### config.mk
export PLATFORM = sky130hd
export DESIGN_NAME = gpio_port
export DESIGN_NICKNAME = d
export VERILOG_FILES = /design/src/rtl/gpio_port_pkg.sv /design/src/rtl/gpio_port_sync.sv /design/src/rtl/gpio_port_regs.sv /design/src/rtl/gpio_port_rdmux.sv /design/src/rtl/gpio_port.sv
export SDC_FILE = /design/constraint.sdc
export NUM_CORES = 1
export LEC_CHECK = 0
export BUFFER_PORTS_ARGS = -buffer_cell sky130_fd_sc_hd__buf_2
export CAP_MARGIN = 30
export CORE_MARGIN = 4
export CORE_UTILIZATION = 45
export CTS_BUF_LIST = sky130_fd_sc_hd__clkbuf_8
export DETAILED_ROUTE_END_ITERATION = 10
export GPL_TIMING_DRIVEN = 0
export PLACE_DENSITY = 0.71
export SLEW_MARGIN = 20
export SYNTH_ARGS = -nofsm -noshare
export SYNTH_HDL_FRONTEND = slang
export SYNTH_SLANG_ARGS = --single-unit
### constraint.sdc
create_clock -name clk -period 1.45 [get_ports clk]
set_clock_uncertainty 0.05 [all_clocks]
set_input_delay 0.145 -clock clk [delete_from_list [all_inputs] [get_ports clk]]
set_output_delay 0.145 -clock clk [all_outputs]
set_load 0.05 [all_outputs]
### src/rtl/gpio_port_pkg.sv
// Package gpio_port_pkg
// Shared types for the GPIO port: the register selected by a bus decode.
// Assumes only one register is selected at a time.
package gpio_port_pkg;

    typedef enum logic [1:0] {
        SEL_NONE = 2'd0,
        SEL_DATA = 2'd1,
        SEL_DIR  = 2'd2
    } reg_sel_e;

endpackage

### src/rtl/gpio_port_sync.sv
// Module gpio_port_sync
// Brings asynchronous pad levels into the clock domain through a chain
// of STAGES flops per bit. Assumes each pin is independent (no bus
// coherency across bits is needed).
module gpio_port_sync #(
    parameter int WIDTH  = 8,
    parameter int STAGES = 2
) (
    input  logic             clk,
    input  logic             rst_n,
    input  logic [WIDTH-1:0] async_in,
    output logic [WIDTH-1:0] sync_out
);

    logic [WIDTH-1:0] chain [STAGES];

    // Shift the pad sample along the synchronizer chain.
    always_ff @(posedge clk) begin
        if (!rst_n) begin
            for (int i = 0; i < STAGES; i++) chain[i] <= '0;
        end else begin
            chain[0] <= async_in;
            for (int i = 1; i < STAGES; i++) chain[i] <= chain[i-1];
        end
    end

    assign sync_out = chain[STAGES-1];

endmodule

### src/rtl/gpio_port_regs.sv
// Module gpio_port_regs
// Holds the port data latch and the direction register. Both clear on
// reset. The latch accepts writes whatever the direction bits are.
// Assumes at most one write enable is high per cycle.
module gpio_port_regs #(
    parameter int WIDTH = 8
) (
    input  logic             clk,
    input  logic             rst_n,
    input  logic             wr_latch,
    input  logic             wr_dir,
    input  logic [WIDTH-1:0] wdata,
    output logic [WIDTH-1:0] latch_q,
    output logic [WIDTH-1:0] dir_q
);

    // Update the data latch on a data-offset write.
    always_ff @(posedge clk) begin
        if (!rst_n)        latch_q <= '0;
        else if (wr_latch) latch_q <= wdata;
    end

    // Update the direction bits on a direction-offset write.
    always_ff @(posedge clk) begin
        if (!rst_n)      dir_q <= '0;
        else if (wr_dir) dir_q <= wdata;
    end

    // a latch write lands on the next cycle.
    assert_latch_write_R4: assert property (@(posedge clk) disable iff (!rst_n)
        wr_latch |=> latch_q == $past(wdata));

    // a direction write lands on the next cycle.
    assert_dir_write_R2: assert property (@(posedge clk) disable iff (!rst_n)
        wr_dir |=> dir_q == $past(wdata));

    // switching direction never disturbs the latch.
    assert_dir_keeps_latch_R9: assert property (@(posedge clk) disable iff (!rst_n)
        (wr_dir && !wr_latch) |=> $stable(latch_q));

endmodule

### src/rtl/gpio_port_rdmux.sv
// Module gpio_port_rdmux
// Registered read path. A data read merges latch bits (outputs) with
// synchronized pin bits (inputs). A direction read returns the direction
// register. Anything else, including no read, gives zero.
module gpio_port_rdmux #(
    parameter int WIDTH = 8
) (
    input  logic                      clk,
    input  logic                      rst_n,
    input  logic                      rd_en,
    input  gpio_port_pkg::reg_sel_e   sel,
    input  logic [WIDTH-1:0]          latch_q,
    input  logic [WIDTH-1:0]          dir_q,
    input  logic [WIDTH-1:0]          pins_sync,
    output logic [WIDTH-1:0]          rdata
);
    import gpio_port_pkg::*;

    logic [WIDTH-1:0] rd_next;
    logic [WIDTH-1:0] data_view;

    // Per-bit choice between the latch and the live pin.
    generate
        for (genvar b = 0; b < WIDTH; b++) begin : g_bit
            assign data_view[b] = dir_q[b] ? latch_q[b] : pins_sync[b];
        end
    endgenerate

    // Pick the read value for the selected register.
    always_comb begin
        rd_next = '0;
        if (rd_en) begin
            case (sel)
                SEL_DATA: rd_next = data_view;
                SEL_DIR:  rd_next = dir_q;
                default:  rd_next = '0;
            endcase
        end
    end

    // Register the read data for the next cycle.
    always_ff @(posedge clk) begin
        if (!rst_n) rdata <= '0;
        else        rdata <= rd_next;
    end

    // no read means zero read data one cycle later.
    assert_idle_zero_R7: assert property (@(posedge clk) disable iff (!rst_n)
        !rd_en |=> rdata == '0);

    // unused offsets read as zero.
    assert_unused_read_R8: assert property (@(posedge clk) disable iff (!rst_n)
        (rd_en && sel == SEL_NONE) |=> rdata == '0);

endmodule

### src/rtl/gpio_port.sv
// Module gpio_port
// Eight-pin bidirectional GPIO port on a synchronous byte bus. It decodes
// the data and direction offsets, drives the pad outputs and enables
// straight from the registers, and synchronizes the pad inputs for reads.
// Assumes the bus holds cs, we, addr and wdata stable around each edge.
module gpio_port #(
    parameter int          WIDTH    = 8,
    parameter int          AW       = 8,
    parameter int          SYNC_FF  = 2,
    parameter logic [7:0]  DATA_OFF = 8'h00,
    parameter logic [7:0]  DIR_OFF  = 8'h04
) (
    input  logic             clk,
    input  logic             rst_n,
    input  logic             cs,
    input  logic             we,
    input  logic [AW-1:0]    addr,
    input  logic [WIDTH-1:0] wdata,
    output logic [WIDTH-1:0] rdata,
    input  logic [WIDTH-1:0] pin_in,
    output logic [WIDTH-1:0] pin_out,
    output logic [WIDTH-1:0] pin_oe
);
    import gpio_port_pkg::*;

    reg_sel_e         sel;
    logic             wr_latch;
    logic             wr_dir;
    logic             rd_en;
    logic [WIDTH-1:0] latch_q;
    logic [WIDTH-1:0] dir_q;
    logic [WIDTH-1:0] pins_sync;

    // Decode the offset into a register select.
    always_comb begin
        if (addr == AW'(DATA_OFF))     sel = SEL_DATA;
        else if (addr == AW'(DIR_OFF)) sel = SEL_DIR;
        else                           sel = SEL_NONE;
    end

    assign wr_latch = cs && we && (sel == SEL_DATA);
    assign wr_dir   = cs && we && (sel == SEL_DIR);
    assign rd_en    = cs && !we;

    gpio_port_sync #(.WIDTH(WIDTH), .STAGES(SYNC_FF)) u_sync (
        .clk      (clk),
        .rst_n    (rst_n),
        .async_in (pin_in),
        .sync_out (pins_sync)
    );

    gpio_port_regs #(.WIDTH(WIDTH)) u_regs (
        .clk      (clk),
        .rst_n    (rst_n),
        .wr_latch (wr_latch),
        .wr_dir   (wr_dir),
        .wdata    (wdata),
        .latch_q  (latch_q),
        .dir_q    (dir_q)
    );

    gpio_port_rdmux #(.WIDTH(WIDTH)) u_rdmux (
        .clk       (clk),
        .rst_n     (rst_n),
        .rd_en     (rd_en),
        .sel       (sel),
        .latch_q   (latch_q),
        .dir_q     (dir_q),
        .pins_sync (pins_sync),
        .rdata     (rdata)
    );

    assign pin_out = latch_q;
    assign pin_oe  = dir_q;

    // writes to unused offsets change no register.
    assert_unused_write_R8: assert property (@(posedge clk) disable iff (!rst_n)
        (cs && we && sel == SEL_NONE) |=> ($stable(pin_out) && $stable(pin_oe)));

    // a direction read returns the direction register.
    assert_dir_readback_R3: assert property (@(posedge clk) disable iff (!rst_n)
        (rd_en && sel == SEL_DIR) |=> rdata == $past(pin_oe));

    // the output-enables change only after a direction write.
    assert_oe_only_by_write_R2: assert property (@(posedge clk) disable iff (!rst_n)
        !wr_dir |=> $stable(pin_oe));

endmodule

==> Word-level counts from Yosys, hierarchy flattened <==
Memories as Yosys holds them, arrays and structs flattened.
Index checks and enable logic that the tools add are counted.
{ "classes": {"bitwise": 2, "n_eq_ne": 3, "muxes": 15, "reduce_logical": 7} }
{ "op_table": {"columns": ["cell", "n"], "rows": [
  ["8-bit two-way mux", 2],
  ["8-bit one-hot mux with 2 select lines", 1],
  ["1-bit two-way mux", 10],
  ["8-bit by 3-bit equality test with 1-bit output, second input constant", 1],
  ["8-bit logical NOT", 1],
  ["1-bit logical AND", 4],
  ["2-bit two-way mux", 2],
  ["2-bit by 1-bit equality test with 1-bit output, second input constant", 1],
  ["2-bit equality test, second input constant", 1],
  ["1-bit bitwise OR", 2],
  ["2-bit AND reduction", 1],
  ["1-bit logical NOT", 1]
]} }
{ "word_totals": {"memories": 1, "reg_bits": 24, "out_inout_bits": 24, "elab_cells": 31, "ramBits": 16, "in_bits": 28} }
{ "memory_table": {"columns": ["memory", "words", "word_bits", "read_ports", "rd_clocked_by_memory_dff", "write_ports", "line", "text"], "rows": [
  ["u_sync.chain", 2, 8, 2, 0, 2, "gpio_port_sync.sv:15", "logic [WIDTH-1:0] chain [STAGES];"]
]} }

==> Logic depth before layout (Yosys ltp) <==
Gate-level depths: netlist (run 1).
{ "logic_depth": {"ltp_word": 5, "ltp_mapped": 4, "ltp_nobuf": 3} }

==> By module <==
A second synthesis (run 1) with hierarchy kept.
{ "unflattened": {"hier_cells": 132, "area_unflattened_um2": 1547.7} }
{ "by_module_without_submodules": {"columns": ["mod", "area_per_inst_um2", "seq_area_each_um2", "n_inst", "cells_each"], "rows": [
  ["gpio_port_regs", 608.1, 320.3, 1, 51],
  ["gpio_port_sync", 506.7, 320.3, 1, 41],
  ["gpio_port_rdmux", 379.1, 160.2, 1, 31],
  ["gpio_port", 53.8, 0.0, 1, 9]
]} }

==> Least setup slack after synthesis (run 1) <==
OpenSTA, ideal clock, no wires.
{ "synth_timing": {"kind": "register to register", "startpoint": "register u_regs.dir_q[0]", "endpoint": "register u_rdmux.rdata[0]", "required_time_ns": 1.327, "arrival_ns": 1.090, "path_stages_with_launch": 3, "synth_period_minus_slack_ns": 1.213, "setup_time_ns": 0.073, "path_buffers": 0, "setup_slack_ns": 0.237, "path_cell_list": "dfxtp_1 -> or3b_2 -> a21oi_1"} }
{ "synth_via": {"elab_chain_cells": 2} }
{ "synth_rtl": {"columns": ["element", "line", "text"], "rows": [
  ["from (decl)", "gpio_port_regs.sv:14", "output logic [WIDTH-1:0] dir_q"],
  ["from (signal assigned)", "gpio_port_regs.sv:26", "else if (wr_dir) dir_q <= wdata;"],
  ["1-bit two-way mux", "gpio_port_rdmux.sv:25", "assign data_view[b] = dir_q[b] ? latch_q[b] : pins_sync[b];"],
  ["8-bit one-hot mux with 2 select lines *", "gpio_port_rdmux.sv:33", "case (sel)"],
  ["to (signal assigned)", "gpio_port_rdmux.sv:44", "else rdata <= rd_next;"],
  ["to (decl)", "gpio_port_rdmux.sv:15", "output logic [WIDTH-1:0] rdata"]
]} }
Mark *: on every way between the ends. The rest lies on a longest branch, timed or not.
A chain may end at the register's enable or synchronous reset.

==> Worst setup path after layout (run 1) <==
{ "layout_timing": {"startpoint": "register u_regs.dir_q[5]", "endpoint": "output pin_oe[5]"} }
{ "layout_lines": {"columns": ["element", "line", "text"], "rows": [
  ["to (decl)", "gpio_port.sv:22", "output logic [WIDTH-1:0] pin_oe"]
]} }
No word-level cell between the ends.

==> results of run 1 <==
==> flip-flops by register name (all words and copies together), names as in the netlist <==
name and cells:
u_rdmux.rdata 8, u_regs.dir_q 8, u_regs.latch_q 8, u_sync.chain 16
==> cell usage after synthesis (all sizes together) <==
| master | number | area, sq um |
|---|---|---|
| buf | 1 | 11.3 |
| dfxtp | 40 | 801 |
| nor4b | 1 | 23.8 |
| nor4 | 1 | 21.3 |
| nand4 | 1 | 21.3 |
| a21oi | 8 | 40.0 |
| mux2i | 16 | 160 |
| o21ai | 8 | 40.0 |
| or3b | 8 | 70.1 |
| clkbuf | 5 | 18.8 |
| nand4b | 2 | 23.8 |
| nand2 | 24 | 90.1 |
| and2 | 16 | 100 |
==> cells by family after synthesis <==
kind of cell | count (synthesis)
AND/OR/NAND/NOR | 53
flip-flops | 40
AO/OA/AOI/OAI | 16
multiplexers | 16
buffers and inverters | 6
==> path summary, 6_finish.rpt <==
check | to | depth (start not counted)
max reg2reg | u_rdmux.rdata[6]$_SDFF_PN0_ | 2
min reg2reg | u_sync.chain[0][13]$_SDFF_PN0_ | 1
max | pin_oe[5] | 1
min | u_sync.chain[0][7]$_SDFF_PN0_ | 2
==> layout make-up <==
cell class,count,area share [%]
Buffer,6,1.66
Clock buffer,5,3.80
Clock inverter,2,0.484
Multi-Input combinational cell,85,32.6
Sequential cell,40,44.3
Tap cell,44,3.04
Timing Repair Buffer,51,14.1
==> metrics by stage <==
| step | worst slack [ns] | hold WS [ns] | cell area (sq um) | util, % |
|---|---|---|---|---|
| final | 0.314 | 0.0166 | 1810 | 59.8 |
| after global routing | 0.264 | 0.0115 | 1810 | 59.8 |
| after CTS | 0.304 | 0.0104 | 1810 | 59.8 |
| after detailed placement | 0.0952 | 0.303 | 1730 | 57.2 |
| after global placement | 0.149 | 0.301 | 1730 | 57.2 |
| after floorplan | 0.237 | 0.222 | 1420 | - |
==> layer usage <==
metal | GRT usage (%) | up-vias | routed length (um)
li1 | - | 557 | -
met1 | 15.6 | 504 | 1260
met2 | 28.6 | 36 | 1660
met3 | 5.62 | 2 | 201
met4 | 6.86 | 0 | 11
met5 | 0 | - | 0
==> placed cells by master, fill, tap and decap left out, drive strengths merged <==
cell / n
a21oi: 8
nand2: 24
o21ai: 8
clkbuf: 10
nor4: 1
nor4b: 1
nand4b: 2
and2: 16
or3b: 8
buf: 52
clkinv: 1
mux2i: 16
inv: 1
dfxtp: 40
nand4: 1
==> report_power, final <==
group | internal (mW) | total (mW) | switching, mW
combinational | 0.0524 | 0.109 | 0.0564
clock | 0.320 | 0.658 | 0.339
sequential | 1.12 | 1.12 | 0.00383
==> impl_metrics.ini, run 1 <==
[global_routing]
antenna_found_initial = 0
overflow = 0
grt.total_usage_pct = 15.6
grt_pass1_vias = 1104
grt_pass1_wl_um = 4900
grt_max_degree = 12

[critical_path]
cp-startpoint = u_regs.dir_q[5]$_SDFFE_PN0P_
cp_max_fo = 4
cp-start-kind = register
reg2reg_slack_ns = 0.38
path_buf_inv = 1
crit_type = register to output port
critPathMaxStageDelay_ns = 0.38
worstPathArrival_ns = 0.94
critPathRequiredTime_ns = 1.25
r2r_start = u_regs.dir_q[6]$_SDFFE_PN0P_
critPathCaptureType = output port
path_delay_family = flip-flops
cpMaxStageDelayCell = dfxtp_1
crit_chain = buf_2

[cells_and_area]
sequential_cell_area_sq_um = 801
instances_no_fill = 233
fillCellCount = 274
drive_gt1_share_pct = 37.0
multi_input_area_sq_um = 591
syn2layout_area_growth_pct = 27.3
fin_nets = 217
num_antenna_cells = 0

[yosys]
synth_area_per_cell_sq_um = 10.9
syn-cell-area_sq_mm = 0.00142
synth-xor-area-share_pct = 0
synthMuxAreaShare_pct = 11.3
synth_compound_area_share_pct = 5.63
synth_top_family_by_area = simple AND/OR/NAND/NOR gates
ys.warnings.count = 0
ys_types = 14
ys_seq_area_share_pct = 56.3
synth_nets = 159
synthCells = 131
ys_seq_elements = 40
synthAdderAreaFrac_pct = 0
synth_simple_gate_area_share_pct = 24.6

[clock_network]
cts.clk_slew.worst_paths_ns = 0.07
h-tree-depth = 2
cts-resized-gates = 0
clkLatencyLatePin_ns = 0.28
clkSinkCount = 40
hold_buffers = 0
cts_setup_buffers = 0
cts.path.max_buffers = 2
cts_tree = built
cts_buffers = 5
root_buffer = clkbuf_8

[sta]
rsz0062_at_grt = false
timing.final.crit_share_pct = 78.3
worstMarginPinSlew_ns = 0.514
setup-tns-final_ns = 0
slew_headroom_pct = 65.8
setup_viol = 0
slew_viol_final = 0
period_minus_slack_ns = 1.14
final_hold_viol_count = 0
fmax_mhz = 881

[placed_design]
hpwl_um = 2280
place.gp.congestion = 0.809
numPortBuffers = 51
dp.cells = 226

[detailed_routing]
vias_per_cell = 4.72
finalWirelength_um = 3140
drtPass1Iterations = 4
ant_nets = 0
num_vias = 1099
drc = 0
dr.first_iter.drc_count = 45
wl_per_cell_um = 13.5

[power_and_ir_drop]
power_density_mw_per_mm2 = 1040
peakVddDrop_mv = 0.507
p_total_mw = 1.89
leakage_nw = 0.910

[die]
dieArea_sq_mm = 0.00412
core-area_sq_mm = 0.00303
start_util_pct = 46.9
die_x_um = 64.2
die_h_um = 64.2
num_rows = 20
ioPinCount = 52

[job]
drv_cap = 0

[worst_hold_path]
hold_start = pin_in[7]
worstHoldPathType = input port to register

[run_status]
run_status = finished, final reports clean
Power figures use the tool's default switching activity.
==> run 2: changes to the inputs <==
--- a/config.mk
+++ b/config.mk
@@ -5,6 +5,7 @@
 export SDC_FILE = /design/constraint.sdc
 export NUM_CORES = 1
 export LEC_CHECK = 0
+export ABC_AREA = 1
 export BUFFER_PORTS_ARGS = -buffer_cell sky130_fd_sc_hd__buf_2
 export CAP_MARGIN = 30
 export CORE_MARGIN = 4
@@ -12,7 +13,7 @@
 export CTS_BUF_LIST = sky130_fd_sc_hd__clkbuf_8
 export DETAILED_ROUTE_END_ITERATION = 10
 export GPL_TIMING_DRIVEN = 0
-export PLACE_DENSITY = 0.71
+export PLACE_DENSITY = 0.69
 export SLEW_MARGIN = 20
 export SYNTH_ARGS = -nofsm -noshare
 export SYNTH_HDL_FRONTEND = slang
==> constraint.sdc (replaced) <==
create_clock -name clk -period 1.18 [get_ports clk]
set_clock_uncertainty 0.05 [all_clocks]
set_input_delay 0.118 -clock clk [delete_from_list [all_inputs] [get_ports clk]]
set_output_delay 0.118 -clock clk [all_outputs]
set_load 0.05 [all_outputs]
==> run 2 against run 1 <==
Net effect:
- hold slack improved by 0.081 ns
- register-to-register slack got worse by 0.07 ns
- non-clock buffer count increased by 12
- via count is 33% higher
- critical path depth unchanged
- sequential power up 23%
- utilization is 1.9 points higher
- routed wire length up 15%
- first-iteration DRC count is 78% higher
- synthesized area increased by 11%
- largest cell class unchanged
- largest power group unchanged
- highest routed layer unchanged
==> impl_metrics.ini, run 2 <==
[yosys]
yosysTopAreaCellShare_pct = 50.6
ys.warnings.count = 0
ys_seq_elements = 40
synth_area_leaders = dfxtp_1, nand2_1, inv_1
ys_async_sr_fraction_pct = 0
synth_nets = 245
syn-cell-area_sq_mm = 0.00158
synth_area_leader_cell = dfxtp_1
synth_flop_cell = dfxtp_1
synth_enable_flop_cells = 0
synth_area_per_cell_sq_um = 7.29
synthCells = 217
ys_seq_area_share_pct = 50.6
synthTopCellsByCount = nand2_1, dfxtp_1, inv_1
ys_types = 15
synth_most_common_cell = nand2_1

[sta]
setup_viol = 0
timing.final.crit_share_pct = 96.7
period_minus_slack_ns = 1.14
final_hold_viol_count = 0
fmax_mhz = 877
rsz0062_at_grt = false
setup-tns-final_ns = 0
slew_headroom_pct = 68.2
hold_slack_ns = 0.0971
worstMarginPinSlew_ns = 0.477
slew_viol_final = 0

[critical_path]
crit_type = register to output port
cp-start-kind = register
path_buf_inv = 1
critPathMaxStageDelay_ns = 0.39
critPathCaptureType = output port
crit_chain = buf_2
worstPathArrival_ns = 0.97
path_delay_family = flip-flops
cpMaxStageDelayCell = dfxtp_1
cp_max_fo = 5
critPathRequiredTime_ns = 1.01

[cells_and_area]
regMostFlops = u_sync.chain
fillCellCount = 331
drive_gt1_share_pct = 24.0
num_antenna_cells = 0
layout_common_cells = nand2_1, buf_2, dfxtp_1
fin_nets = 310
largest_register_ffs = 16
instances_no_fill = 329
final_common_cell = nand2_1
syn2layout_area_growth_pct = 31.0

[clock_network]
h-tree-depth = 2
clkLatencyLatePin_ns = 0.29
cts.clk_slew.worst_paths_ns = 0.08
clkSinkCount = 40
cts.path.max_buffers = 2
cts_tree = built
root_buffer = clkbuf_8
cts_buffers = 5

[die]
ioPinCount = 52
num_rows = 21
dieArea_sq_mm = 0.00453
die_x_um = 67.3
start_util_pct = 47.1
core-area_sq_mm = 0.00336
die_h_um = 67.3

[detailed_routing]
num_vias = 1466
drc = 0
vias_per_cell = 4.46
finalWirelength_um = 3590
drtPass1Iterations = 4
ant_nets = 0
dr.first_iter.drc_count = 80
wl_per_cell_um = 10.9

[global_routing]
gr-usage-met1_pct = 22.8
grt.busiest_layer = met2
grt_pass1_wl_um = 5950
use_met2_pct = 28.6
antenna_found_initial = 0
grt_max_degree = 13
grt_pass1_vias = 1291
grt.total_usage_pct = 17.8
use_met3_pct = 4.33
overflow = 0

[job]
drv_cap = 0

[placed_design]
hpwl_um = 2480
numPortBuffers = 50
place.gp.congestion = 0.809
dp.cells = 313

[power_and_ir_drop]
peakVddDrop_mv = 0.807
switchingPower_mw = 0.568
power_density_mw_per_mm2 = 1200
seqPwrFrac_pct = 55.5
p_clk_share_pct = 37.3
p_int_mw = 1.92
netSwitchingFraction_pct = 22.8
comb_power_share_pct = 7.2
leakage_nw = 1.05

[run_status]
run_status = finished, final reports clean

[worst_hold_path]
worstHoldPathType = input port to register
## run 2: cell count changes after synthesis, moves of 8 or more
cell	previous run	this run
a21oi_1	8	24
and2_1	16	0
inv_1	0	34
mux2i_1	16	0
nand2_1	24	59
nand3_1	0	16
nor2_1	0	19
or3b_2	8	0
## run 2: path summary, 6_finish.rpt
| check | cells past startpoint | to | slack (ns) | start |
|---|---|---|---|---|
| setup / recovery | 1 | pin_oe[6] | 0.04 | u_regs.dir_q[6]$_SDFFE_PN0P_ |
| hold / removal | 3 | u_regs.latch_q[0]$_SDFFE_PN0P_ | 0.1 | rst_n |
| setup reg to reg | 4 | u_rdmux.rdata[1]$_SDFF_PN0_ | 0.31 | u_regs.dir_q[1]$_SDFFE_PN0P_ |
| hold reg to reg | 2 | u_sync.chain[0][9]$_SDFF_PN0_ | 0.36 | u_sync.chain[0][1]$_SDFF_PN0_ |
## run 2: area by class of cell
cell class                 instances  area, sq um  share of cell area, %
buffer                            11         72.6                   3.50
sequential                        40          801                   38.6
inverter                          34          128                   6.16
clock inverter                     2         10.0                  0.483
clock buffer                       6         82.6                   3.98
tap                               46         57.6                   2.78
timing repair buffer              58          340                   16.4
multi-input combinational        132          582                   28.1
## run 2: kinds of logic after synthesis
group	synth area share, %
simple gates	26.6
buf+inv	12.6
flops	50.6
compound gates	10.1
## run 2: stage by stage
step	setup slack [ns]	total power, mW	util [%]	area, sq um
after floorplan	0.0520	1.50	-	1580
final	0.0393	2.49	61.6	2070
after global placement	0.0300	1.57	56.2	1890
after global routing	0.00468	2.60	61.6	2070
after detailed placement	0.0268	1.57	56.2	1890
after CTS	0.0233	2.51	61.3	2060
## run 2: per-layer routing
metal	wire [um]	up-vias
li1	-	788
met1	1610	633
met2	1710	39
met3	208	6
met4	70	0
met5	0	-
## run 2: timing repair
action	in CTS	in global routing
gates resized for setup	0	4
setup endpoints to repair	0	4
hold buffers	8	0
setup buffers	0	0
endpoints found under the hold margin	8	0
## run 2: power by group through the flow
| stage | sequential, mW | combinational [mW] | clock (mW) |
|---|---|---|---|
| 6_report | 1.38 | 0.179 | 0.928 |
| 5_1_grt | 1.39 | 0.207 | 1.01 |
| 4_1_cts | 1.38 | 0.179 | 0.944 |
| 3_5_place_dp | 1.41 | 0.159 | 0 |
| 3_3_place_gp | 1.41 | 0.155 | 0 |
| 2_1_floorplan | 1.41 | 0.0883 | 0 |
